==> src/rtl/guard_pkg.sv <==
package guard_pkg;
  localparam int NUM_SUP = 2;
  localparam int SUP_IN  = 0;
  localparam int SUP_OUT = 1;

  // control -> datapath strobes
  typedef struct packed {
    logic outRun;    // output supply currently good
    logic wdReload;  // heartbeat seen this cycle
  } ctlStrobe_t;

  // datapath -> control status
  typedef struct packed {
    logic outQual;   // output supply good long enough
    logic linkAlive; // watchdog not expired
    logic linkQual;  // link alive long enough
  } dpStatus_t;
endpackage

==> src/rtl/guard_hyst.sv <==
module guard_hyst (
  input  logic clk,
  input  logic rstN,
  input  logic aboveHi,
  input  logic belowLo,
  output logic good
);
  always_ff @(posedge clk) begin
    if (!rstN)        good <= 1'b0;
    else if (good)    begin if (belowLo) good <= 1'b0; end
    else if (aboveHi) good <= 1'b1;
  end

  // input assumption: a comparator pair is never contradictory
  p_flags_sane_r2: assert property (@(posedge clk) disable iff (!rstN)
    !(aboveHi && belowLo));
  p_rise_on_hi_r2: assert property (@(posedge clk) disable iff (!rstN)
    $rose(good) |-> $past(aboveHi));
  p_fall_on_lo_r2: assert property (@(posedge clk) disable iff (!rstN)
    $fell(good) |-> $past(belowLo));
endmodule

==> src/rtl/guard_qual.sv <==
module guard_qual #(
  parameter int DLY = 4
) (
  input  logic clk,
  input  logic rstN,
  input  logic src,
  output logic qual
);
  localparam int CW = $clog2(DLY + 1);
  localparam logic [CW-1:0] CMAX = CW'(DLY);

  logic [CW-1:0] cnt;

  always_ff @(posedge clk) begin
    if (!rstN)            cnt <= '0;
    else if (!src)        cnt <= '0;
    else if (cnt != CMAX) cnt <= cnt + 1'b1;
  end

  assign qual = src && (cnt == CMAX);

  p_qual_after_src_r5: assert property (@(posedge clk) disable iff (!rstN)
    $rose(qual) |-> $past(src));
endmodule

==> src/rtl/guard_dp.sv <==
module guard_dp
  import guard_pkg::*;
#(
  parameter int OUT_DLY    = 4,
  parameter int LINK_DLY   = 3,
  parameter int WD_TIMEOUT = 16
) (
  input  logic       clk,
  input  logic       rstN,
  input  ctlStrobe_t strobe,
  output dpStatus_t  status
);
  localparam int WW = $clog2(WD_TIMEOUT + 1);
  localparam logic [WW-1:0] WD_LOAD = WW'(WD_TIMEOUT);

  logic [WW-1:0] wdCnt;
  logic          alive;
  logic [1:0]    qSrc;
  logic [1:0]    qOut;

  always_ff @(posedge clk) begin
    if (!rstN)                wdCnt <= '0;
    else if (strobe.wdReload) wdCnt <= WD_LOAD;
    else if (wdCnt != '0)     wdCnt <= wdCnt - 1'b1;
  end

  assign alive   = (wdCnt != '0);
  assign qSrc[0] = strobe.outRun;
  assign qSrc[1] = alive;

  for (genvar g = 0; g < 2; g++) begin : g_qual
    guard_qual #(.DLY(g == 0 ? OUT_DLY : LINK_DLY)) u_qual (
      .clk (clk),
      .rstN(rstN),
      .src (qSrc[g]),
      .qual(qOut[g])
    );
  end

  assign status.outQual   = qOut[0];
  assign status.linkAlive = alive;
  assign status.linkQual  = qOut[1];

  p_reload_alive_r8: assert property (@(posedge clk) disable iff (!rstN)
    strobe.wdReload |=> status.linkAlive);
  p_expire_no_strobe_r6: assert property (@(posedge clk) disable iff (!rstN)
    $fell(status.linkAlive) |-> !$past(strobe.wdReload));
endmodule

==> src/rtl/guard_ctrl.sv <==
module guard_ctrl
  import guard_pkg::*;
(
  input  logic       clk,
  input  logic       rstN,
  input  logic [1:0] aboveHi,
  input  logic [1:0] belowLo,
  input  logic       linkValid,
  input  dpStatus_t  status,
  output ctlStrobe_t strobe,
  output logic       ready,
  output logic       gateLockout,
  output logic       linkError
);
  logic [NUM_SUP-1:0] supGood;

  for (genvar s = 0; s < NUM_SUP; s++) begin : g_sup
    guard_hyst u_hyst (
      .clk    (clk),
      .rstN   (rstN),
      .aboveHi(aboveHi[s]),
      .belowLo(belowLo[s]),
      .good   (supGood[s])
    );
  end

  assign strobe.outRun   = supGood[SUP_OUT];
  assign strobe.wdReload = linkValid;

  assign linkError   = !status.linkAlive;
  assign gateLockout = !supGood[SUP_IN] || !supGood[SUP_OUT] || linkError;
  assign ready       = supGood[SUP_IN] && status.outQual && status.linkQual;

  p_ready_unlocked_r9: assert property (@(posedge clk) disable iff (!rstN)
    ready |-> !gateLockout);
  p_in_drop_now_r4: assert property (@(posedge clk) disable iff (!rstN)
    $past(belowLo[SUP_IN]) |-> (gateLockout && !ready));
  p_err_forces_off_r7: assert property (@(posedge clk) disable iff (!rstN)
    linkError |-> (gateLockout && !ready));
  p_out_bad_locks_r3: assert property (@(posedge clk) disable iff (!rstN)
    $past(belowLo[SUP_OUT]) |-> gateLockout);
endmodule

==> src/rtl/supply_link_guard.sv <==
module supply_link_guard
  import guard_pkg::*;
#(
  parameter int OUT_DLY    = 4,
  parameter int LINK_DLY   = 3,
  parameter int WD_TIMEOUT = 16
) (
  input  logic clk,
  input  logic rstN,
  input  logic inAboveHi,
  input  logic inBelowLo,
  input  logic outAboveHi,
  input  logic outBelowLo,
  input  logic linkValid,
  output logic ready,
  output logic gateLockout,
  output logic linkError
);
  ctlStrobe_t strobe;
  dpStatus_t  status;
  logic [1:0] aboveHi;
  logic [1:0] belowLo;

  assign aboveHi[SUP_IN]  = inAboveHi;
  assign aboveHi[SUP_OUT] = outAboveHi;
  assign belowLo[SUP_IN]  = inBelowLo;
  assign belowLo[SUP_OUT] = outBelowLo;

  guard_ctrl u_ctrl (
    .clk        (clk),
    .rstN       (rstN),
    .aboveHi    (aboveHi),
    .belowLo    (belowLo),
    .linkValid  (linkValid),
    .status     (status),
    .strobe     (strobe),
    .ready      (ready),
    .gateLockout(gateLockout),
    .linkError  (linkError)
  );

  guard_dp #(
    .OUT_DLY   (OUT_DLY),
    .LINK_DLY  (LINK_DLY),
    .WD_TIMEOUT(WD_TIMEOUT)
  ) u_dp (
    .clk   (clk),
    .rstN  (rstN),
    .strobe(strobe),
    .status(status)
  );
endmodule

==> config.mk <==
export PLATFORM = sky130hd
export DESIGN_NAME = supply_link_guard
export DESIGN_NICKNAME = d
export VERILOG_FILES = /design/src/rtl/guard_pkg.sv /design/src/rtl/guard_hyst.sv /design/src/rtl/guard_qual.sv /design/src/rtl/guard_dp.sv /design/src/rtl/guard_ctrl.sv /design/src/rtl/supply_link_guard.sv
export SDC_FILE = /design/constraint.sdc
export NUM_CORES = 1
export LEC_CHECK = 0
export ABC_AREA = 1
export BUFFER_PORTS_ARGS = -buffer_cell sky130_fd_sc_hd__buf_4
export CAP_MARGIN = 30
export CORE_UTILIZATION = 40
export CTS_CLUSTER_SIZE = 24
export DETAILED_ROUTE_END_ITERATION = 10
export GPL_TIMING_DRIVEN = 0
export SETUP_SLACK_MARGIN = 0.3
export SYNTH_ARGS = -nofsm -noshare
export SYNTH_HDL_FRONTEND = slang
export SYNTH_SLANG_ARGS = --single-unit
==> constraint.sdc <==
create_clock -name clk -period 1.4 [get_ports clk]
set_clock_uncertainty 0.1 [all_clocks]
set_input_delay 0.07 -clock clk [delete_from_list [all_inputs] [get_ports clk]]
set_output_delay 0.07 -clock clk [all_outputs]
set_load 0.02 [all_outputs]
======== After elaboration in Yosys (flattened, before gate mapping) ========
Index checks and enable logic that the tools add are counted.
storage, ports and cells
  register bits after elaboration ......... 12
  input bits .............................. 7
operators by class
  $add $sub $neg .......................... 3
  equality and inequality tests ........... 4
  muxes and demuxes ....................... 8
  bitwise gates (word level) .............. 1
  reductions and logical operators ........ 14
operators by type and width
  cell                                                                number
  5-bit two-way mux                                                   2
  1-bit two-way mux                                                   6
  5-bit nonzero test                                                  1
  5-bit by 1-bit subtractor with 5-bit output, second input constant  1
  1-bit logical AND                                                   4
  2-bit AND reduction                                                 2
  3-bit by 1-bit adder with 3-bit output, second input constant       1
  3-bit equality test, second input constant                          1
  1-bit logical NOT                                                   3
  3-bit != test, second input constant                                1
  2-bit by 1-bit adder with 2-bit output, second input constant       1
  2-bit equality test, second input constant                          1
  1-bit logical OR                                                    2
  2-bit != test, second input constant                                1
  2-bit nonzero test                                                  1
  2-bit OR reduction                                                  1
  1-bit NOT                                                           1

======== Depth between registers and ports, before layout ========
Gate-level depths: netlist of the first run.
  depth after elaboration ................. 4
  mapped depth ............................ 6

======== Hierarchy ========
From an unflattened synthesis of the first run, not the netlist that was laid out.
unflattened totals
  cell total of the unflattened synthesis .. 97
  area total of the unflattened synthesis .. 650.6 um^2
modules (own cells, without submodules)
  module                               times used  cells an instance  area each (um^2)  seq. area each (um^2)
  guard_dp                             1           35                 255.2             100.1
  guard_qual at u_dp.g_qual[0].u_qual  1           28                 177.7             60.1
  guard_qual at u_dp.g_qual[1].u_qual  1           17                 105.1             40.0
  guard_hyst                           2           5                  37.5              20.0
  guard_ctrl                           1           7                  37.5              0.0

======== Least setup slack after synthesis of the first run ========
Ideal clock, no wire load.
  kind .................................... reg-to-output
  start ................................... register u_dp.wdCnt[0]
  end ..................................... output port ready
  arrival ................................. 1.327 ns
  data required time ...................... 1.230 ns
  setup slack ............................. -0.097 ns
  stages on the path, launching flop included .. 6
  cells stage by stage .................... dfxtp_1 inv_1 ha_1 nand3_4 nand3_1 nor2_1
on the way
  word-level cells in the longest chain between the ends .. 3
RTL lines
  what                    line                     RTL
  from (decl)             guard_dp.sv:16           logic [WW-1:0] wdCnt;
  from (signal assigned)  guard_dp.sv:24           else if (wdCnt != '0) wdCnt <= wdCnt - 1'b1;
  5-bit nonzero test      guard_dp.sv:27           assign alive = (wdCnt != '0);
  1-bit logical AND       guard_qual.sv:20         assign qual = src && (cnt == CMAX);
  1-bit logical AND       guard_ctrl.sv:32         assign ready = supGood[SUP_IN] && status.outQual && status.linkQual;
  to (decl)               supply_link_guard.sv:15  output logic ready,
No other way between the ends.

======== Worst setup path in the final report of the first run ========
Same ends and word-level chain as after synthesis.

==> impl_metrics.toml, run 1 <==
[placement]
gp_congestion = 0.651
place_hpwl_um = 741
place.port_buffers = 9
placed_cells = 95
dp_slack_ps = 210

[worst_setup_path]
critPathSlowestCell = "dfxtp_2"
critPathKind = "reg2out"
arrival_ps = 1230
crit_family = "flip-flops"
required_ps = 1230
crit_path_end_kind = "primary output"
cp_cell_sequence = "inv_4 -> ha_4 -> nand3_4 -> nand3_4 -> nor2_4 -> buf_6"
crit_top_cell = "nand3_4"
crit_fanout = 3
crit_buf_inv = 2
crit_path_start_kind = "register"
cpPeakStageDelay_ps = 360

[finish]
ff_latch_area_um2 = 246
antenna_cells = 0
final_util_pct = 74.9
nets = 112
fillers = 92
final_cell_count_no_fill = 115
multiInputGateArea_um2 = 390
area_growth_pct = 73.9
drive_above_1_share_pct = 55.0

[power_and_ir_drop]
ir_worst_vdd_mv = 0.741
combPwrFrac_pct = 35.3
leakage_nw = 0.471
intPower_uw = 732
clockPowerShare_pct = 27.2
p_seq_share_pct = 37.5
switching_share_pct = 32.1
power_density_nw_per_um2 = 1110
power.switching_uw = 347

[synth]
synth_cell_types = 15
syn-cell-area_um2 = 561
synthCells = 71
ys_seq_area_share_pct = 42.9
synth_nets = 82
yosysTopAreaCell = "dfxtp_1"
ys_seq_elements = 12
synth_top_area_share_pct = 42.9
synth_area_leaders = "dfxtp_1 (43%), ha_1 (8.9%), inv_1 (8.0%)"
yosys_warnings = 0
syn_area_per_cell_um2 = 7.89

[outcome]
violations = "negative setup slack"
status = "complete, but fails checks"

[global_routing]
globalRouteOverflowTotal = 0
grt_use_total_pct = 18.8
grt_pass1_wl_mm = 1.84
antenna_found_initial = 0
grt_max_degree = 8
grt_pass1_vias = 467

[route]
drt_wl_total_mm = 1.27
ant_nets = 0
viasPerCell = 4.59
dr.max_layer_used = "met4"
routed-wl-met3_um = 31
firstDrtPassIters = 4
vias = 528
wl_met1_um = 592
wl_met2_um = 625
initialDrtViolationCount = 10
post_drt_wl_per_cell_um = 11.1
route.detailed.drc = 0

[clock_tree]
cts_buffers = 3
cts.sinks = 12
clock_path_buffers = 2
htree_levels = 1
cts_tree = "yes"
clkTransAtPathRegs_ps = 90
clk_latency_ps = 280
root_buffer = "clkbuf_4"

[timing]
setup-tns-final_ps = -3.89
min_period_ps = 1400
grt_setup_unrepaired = "yes"
setup_viol = 1
drv_slew = 0
setup_slack_ps = -3.89
tightest_slew_ps = 262
relSlewSlack_pct = 82.5
fmax_mhz = 712
fin_crit_sh_pct = 100
hold_viol = 0

[die]
core_area_um2 = 1300
rows = 13
die_w_um = 39.4
ios = 10
dieArea_um2 = 1560
dieHeight_um = 39.4
initial_core_util_pct = 43.1

[job]
cap_viol_max_count = 0

[worst_hold_path]
hold_path.class = "in2reg"
## cells by family after synthesis
kind of cell    after synthesis  synth area share [%]
flops                        12                  42.9
xor+xnor                      3                  4.69
compound gates               12                  10.7
simple gates                 28                  24.8
buf+inv                      12                  8.04
fa+ha+maj                     4                  8.93
## worst min-delay path, cell delays in order
cell and delay (ps):
dlygate4sd3_1 520, buf_4 100, a21oi_1 50
## area by class of cell
class | count | area share (%)
tap | 15 | 1.93
multi-input combinational | 47 | 40.1
sequential | 12 | 25.3
timing repair buffer | 25 | 23.9
inverter | 12 | 5.13
clock buffer | 4 | 3.72
## flip-flops by register name, summed over array words and instances (netlist names)
name                      cells
u_dp.wdCnt                    5
u_dp.g_qual.u_qual.cnt        5
u_ctrl.g_sup.u_hyst.good      2
## layout by cell type, fill, tap and decap left out
master	synthesis	layout
nor2_1	9	5
xnor2_2	0	1
o21ai_0	4	2
nand4_1	2	2
buf_4	0	11
nand3b_1	1	1
ha_1	4	2
dfxtp_1	12	7
a21oi_1	8	6
dlygate4sd3_1	0	6
clkbuf_4	0	3
a21oi_2	0	2
buf_6	0	8
nor2_2	1	3
nor2_4	1	3
inv_1	12	6
nand3_4	1	2
nand2_1	12	6
nand2_4	0	4
xor2_1	1	1
ha_4	0	2
dfxtp_2	0	5
clkbuf_8	0	1
inv_2	0	4
xnor2_1	2	1
inv_4	0	2
nand2_2	0	2
o21ai_2	0	2
## metal layers
| layer | vias up | track usage [%] |
|---|---|---|
| met1 | 231 | 21.5 |
| met4 | 0 | 15.5 |
| li1 | 284 | - |
| met3 | 4 | 5.11 |
| met5 | - | 0 |
| met2 | 9 | 28.7 |
## timing repair
item,in CTS,in global routing
setup endpoints to repair,4,12
setup buffers,6,4
gates resized for setup,16,22
endpoints found under the hold margin,10,0
hold buffers,6,0
cloned,0,0
pin swaps,6,8
## power groups by stage
stage | logic [mW] | registers [mW] | clock network [mW]
floorplan | 0.167 | 0.405 | 0
global placement | 0.213 | 0.409 | 0
detailed placement | 0.218 | 0.410 | 0
CTS | 0.283 | 0.403 | 0.299
global route | 0.419 | 0.409 | 0.316
finish | 0.381 | 0.405 | 0.293
## Yosys cell counts
library cell   n
ha_1           4
nor2_2         1
a21oi_1        8
nor2_1         9
dfxtp_1       12
nand4_1        2
xnor2_1        2
o21ai_0        4
inv_1         12
nand3b_1       1
nand3_1        1
xor2_1         1
nand3_4        1
nand2_1       12
nor2_4         1
## per-stage QoR
step | hold WS, ps | total power, mW | cell area [um^2]
finish | 399 | 1.08 | 975
global route | 408 | 1.14 | 975
CTS | 390 | 0.984 | 872
detailed placement | 155 | 0.628 | 686
global placement | 150 | 0.622 | 686
floorplan | 63.5 | 0.572 | 599
## path summary, 6_finish.rpt
path                                                             start                                      to  slack (ps)  depth (start not counted)
worst min register to register  u_ctrl.g_sup[0].u_hyst.good$_SDFF_PN0_  u_ctrl.g_sup[0].u_hyst.good$_SDFF_PN0_         410                          1
worst max-delay path                        u_dp.wdCnt[0]$_SDFFE_PP0N_                                   ready          -4                          6
worst min-delay path                                         inBelowLo  u_ctrl.g_sup[0].u_hyst.good$_SDFF_PN0_         400                          3
worst max register to register              u_dp.wdCnt[0]$_SDFFE_PP0N_              u_dp.wdCnt[1]$_SDFFE_PP0N_         170                          8
Note: power is estimated with default switching activity, not from simulation.
==> run 2: changes to the inputs <==
Settings changed: CELL_PAD_IN_SITES_DETAIL_PLACEMENT set to 0, CELL_PAD_IN_SITES_GLOBAL_PLACEMENT set to 1, CORE_UTILIZATION 40 to 37, PLACE_DENSITY_LB_ADDON set to 0.1.
Clock period 1.4 ns to 1.5 ns, I/O delays scaled along.
==> impl_metrics.toml, run 2 (same netlist as run 1, synthesis figures left out) <==
[outcome]
status = "completed"

[job]
cap_viol_max_count = 0

[clock_tree]
cts_buffers = 3
cts_tree = "yes"
root_buffer = "clkbuf_4"
cts.sinks = 12
htree_levels = 1
clk_latency_ps = 270
clkTransAtPathRegs_ps = 80
clock_path_buffers = 2

[route]
drt_wl_total_mm = 1.36
vias = 548
viasPerCell = 4.57
route.detailed.drc = 0
post_drt_wl_per_cell_um = 11.4
initialDrtViolationCount = 4
firstDrtPassIters = 2
ant_nets = 0

[power_and_ir_drop]
power_density_nw_per_um2 = 962
leakage_nw = 0.461
switching_share_pct = 29.9
combPwrFrac_pct = 31.7
intPower_uw = 653
power.switching_uw = 279
p_seq_share_pct = 40.3
clockPowerShare_pct = 27.9
ir_worst_vdd_mv = 0.574

[worst_hold_path]
min_path_cells = 2
holdCritStartpoint = "u_dp.wdCnt[3]$_SDFFE_PP0N_"
hold_path.class = "reg2reg"
whs_endpoint = "u_dp.wdCnt[3]$_SDFFE_PP0N_"

[finish]
final_cell_count_no_fill = 120
final_cell_mix = "buf_4 (15), nand2_1 (9), buf_6 (9), nor2_1 (8), dfxtp_1 (7)"
antenna_cells = 0
drive_above_1_share_pct = 50.5
final_common_cell = "buf_4"
nets = 117
top_regs = "u_dp.g_qual.u_qual.cnt x5, u_dp.wdCnt x5, u_ctrl.g_sup.u_hyst.good x2"
area_growth_pct = 72.8

[placement]
place_hpwl_um = 700
place.port_buffers = 9
dp_slack_ps = 252
placed_cells = 95
gp_congestion = 0.753

[timing]
tightest_slew_ps = 188
min_period_ps = 1400
hold_viol = 0
relSlewSlack_pct = 87.5
setup-tns-final_ps = 0
setup_viol = 0
setup_slack_ps = 98.6
drv_slew = 0
hold_ws_ps = 390
grt_setup_unrepaired = "yes"
fin_crit_sh_pct = 93.4
fmax_mhz = 714

[global_routing]
grt_max_degree = 8
grt_pass1_vias = 446
grt_pass1_wl_mm = 1.77
globalRouteOverflowTotal = 0
grt_use_total_pct = 16.9
antenna_found_initial = 0

[worst_setup_path]
crit_path_start_kind = "register"
crit_path_end_kind = "primary output"
cp_cell_sequence = "inv_2 -> ha_4 -> nand2_4 -> inv_2 -> nand2_2 -> nor2_4 -> buf_6"
critPathSlowestCell = "dfxtp_2"
critPathKind = "reg2out"
r2r_cells = 8
worstReg2RegStart = "u_dp.g_qual[0].u_qual.cnt[0]$_SDFFE_PN0P_"
crit_family = "flip-flops"
regToRegSetupSlack_ps = 220
arrival_ps = 1230
crit_fanout = 2
cpPeakStageDelay_ps = 330
crit_top_cell = "inv_2"
rr_endpoint = "u_dp.g_qual[0].u_qual.cnt[0]$_SDFFE_PN0P_"
crit_buf_inv = 3
required_ps = 1320

[die]
ios = 10
dieHeight_um = 40.9
initial_core_util_pct = 41.5
dieArea_um2 = 1670
rows = 13
core_area_um2 = 1350
die_w_um = 40.9
[run 2: cell types whose count changed in the layout (fill, tap and decap cells not counted), sizes merged]
cell,previous run,this run
buf,19,24
[run 2: how the worst max path moves through the flow]
| stage | startpoint | to | slack [ps] | cells after the start |
|---|---|---|---|---|
| final | u_dp.g_qual[0].u_qual.cnt[0]$_SDFFE_PN0P_ | ready | 100 | 7 |
| after global routing | u_dp.g_qual[0].u_qual.cnt[1]$_SDFFE_PN0P_ | ready | 50 | 7 |
| after CTS | u_dp.wdCnt[1]$_SDFFE_PP0N_ | ready | 90 | 6 |
| after detailed placement | u_dp.wdCnt[0]$_SDFFE_PP0N_ | ready | 250 | 6 |
| after global placement | u_dp.wdCnt[0]$_SDFFE_PP0N_ | ready | 230 | 6 |
| after floorplan | u_dp.wdCnt[0]$_SDFFE_PP0N_ | ready | 310 | 5 |
[run 2: final cells by class]
type	instances	area (um^2)
repair buffers	30	274
fillers	110	382
inverters	12	45.0
flip-flops and latches	12	246
clock buffers	4	36.3
multi-input cells	47	348
well taps	15	18.8
[run 2: power by group through the flow]
stage | combinational (mW) | sequential, mW | clock (mW)
after CTS | 0.255 | 0.375 | 0.276
after global routing | 0.327 | 0.381 | 0.289
after floorplan | 0.146 | 0.375 | 0
after detailed placement | 0.193 | 0.379 | 0
final | 0.295 | 0.376 | 0.260
after global placement | 0.190 | 0.379 | 0
[run 2: metal layers]
layer / GRT usage (%) / up-vias / wire, um
li1: - / 292 / -
met1: 20.4 / 244 / 656
met2: 25.0 / 10 / 656
met3: 4.89 / 2 / 37
met4: 12.5 / 0 / 12
met5: 0 / - / 0
[run 2: repair_timing]
action	CTS	global route
hold endpoints to repair	10	0
resized for setup	20	13
setup buffers	12	3
setup endpoints to repair	4	9
pin swaps	5	10
hold buffers	6	0
[run 2: worst min-delay path, stage by stage (launching register included)]
cell and delay [ps]:
dfxtp_2 350, nand2_1 60, a21oi_1 50
[run 2: stage by stage]
step                power [mW]  instance area, um^2  utilization, %
finish                   0.932                  968            71.7
detailed placement       0.572                  669            49.6
global route             0.996                  968            71.7
floorplan                0.522                  583               -
global placement         0.569                  669            49.6
CTS                      0.905                  907            67.2
==> run 3: changes to the inputs <==
Settings changed: MAX_ROUTING_LAYER set to met4, SKIP_CTS_REPAIR_TIMING set to 1.
==> impl_metrics.toml, run 3 (same netlist as run 1, synthesis figures left out) <==
[timing]
setup_viol = 0
grt_setup_unrepaired = "yes"
setup-tns-final_ps = 0
fin_crit_sh_pct = 97.1
tightest_slew_ps = 182
hold_ws_ps = -32.1
relSlewSlack_pct = 87.9
hold_viol = 1
fmax_mhz = 687
drv_slew = 0
min_period_ps = 1460

[clock_tree]
cts.sinks = 12
clk_latency_ps = 270
clkTransAtPathRegs_ps = 80
clock_path_buffers = 2
cts_buffers = 3
htree_levels = 1
root_buffer = "clkbuf_4"
cts_tree = "yes"

[placement]
gp_congestion = 0.763
placed_cells = 95
place.port_buffers = 9
place_hpwl_um = 700
dpl_cell_area_um2 = 669

[die]
dieArea_um2 = 1670
initial_core_util_pct = 41.5
rows = 13
die_w_um = 40.9
dieHeight_um = 40.9
ios = 10
core_area_um2 = 1350

[route]
firstDrtPassIters = 2
ant_nets = 0
drt_wl_total_mm = 1.10
viasPerCell = 4.58
post_drt_wl_per_cell_um = 10.1
vias = 499
route.detailed.drc = 0
initialDrtViolationCount = 3

[power_and_ir_drop]
leakage_nw = 0.396
power_density_nw_per_um2 = 1070
ir_worst_vdd_mv = 0.531

[worst_hold_path]
hold_path.class = "in2reg"
holdCritStartpoint = "inAboveHi"

[worst_setup_path]
critPathSlowestCell = "dfxtp_2"
arrival_ps = 1280
crit_path_end_kind = "primary output"
cp_cell_sequence = "inv_1 -> ha_2 -> nand2_2 -> inv_2 -> nand2_2 -> nor2_4 -> buf_6"
crit_fanout = 4
cpPeakStageDelay_ps = 340
required_ps = 1320
crit_top_cell = "nand2_2"
crit_path_start_kind = "register"
critPathKind = "reg2out"
worstReg2RegStart = "u_dp.g_qual[0].u_qual.cnt[0]$_SDFFE_PN0P_"
cp-startpoint = "u_dp.g_qual[0].u_qual.cnt[0]$_SDFFE_PN0P_"

[global_routing]
antenna_found_initial = 0
globalRouteOverflowTotal = 0
grt_pass1_wl_mm = 1.33
grt_pass1_vias = 321
grt_use_total_pct = 13.4
grt_max_degree = 8

[job]
cap_viol_max_count = 0

[finish]
nets = 106
area_growth_pct = 47.1
drive_above_1_share_pct = 38.3
final_util_pct = 61.1
antenna_cells = 0
final_cell_mix = "buf_4 (13), nand2_1 (9)"
top_regs = "u_dp.g_qual.u_qual.cnt x5, u_dp.wdCnt x5, u_ctrl.g_sup.u_hyst.good x2"
final_common_cell = "buf_4"
fin_area_um2 = 825
final_cell_count_no_fill = 109

[outcome]
status = "complete, but fails checks"
violations = "negative hold slack"
## run 3: layer usage
layer	track usage [%]	wire, um	vias up
met3	4.89	41	2
met2	14.5	472	10
li1	-	-	270
met5	-	0	-
met1	18.1	573	217
met4	12.5	17	0
## run 3: area by class of cell
class                           instances  area (um^2)
Tap cell                               15         18.8
Inverter                               12         47.5
Timing Repair Buffer                   19          159
Fill cell                             123          526
Multi-Input combinational cell         47          318
Clock buffer                            4         36.3
Sequential cell                        12          245
## run 3: where the power goes
group          switching [mW]  total, mW  leakage, nW  internal [mW]
combinational           0.120      0.243        0.274          0.123
sequential             0.0264      0.376        0.100          0.350
clock                   0.113      0.261       0.0210          0.147
## run 3: stage by stage
stage | setup slack [ps] | total power, mW
floorplan | 312 | 0.522
global placement | 235 | 0.569
detailed placement | 252 | 0.572
CTS | -62.9 | 0.841
global route | -28.1 | 0.942
finish | 43.7 | 0.880
## run 3: path summary, 6_finish.rpt
check                                                            endpoint  slack (ps)  cells past startpoint
worst max-delay path                                                ready          40                      7
worst min-delay path               u_ctrl.g_sup[0].u_hyst.good$_SDFF_PN0_         -30                      3
worst max register to register  u_dp.g_qual[0].u_qual.cnt[0]$_SDFFE_PN0P_         320                      6
worst min register to register  u_dp.g_qual[0].u_qual.cnt[0]$_SDFFE_PN0P_         350                      1
## run 3: worst max-delay path, delay by kind of cell (launching register included)
| family | cells | cell delay (ps) |
|---|---|---|
| flops | 1 | 340 |
| simple gates | 3 | 240 |
| fa+ha+maj | 1 | 170 |
| buf+inv | 3 | 260 |
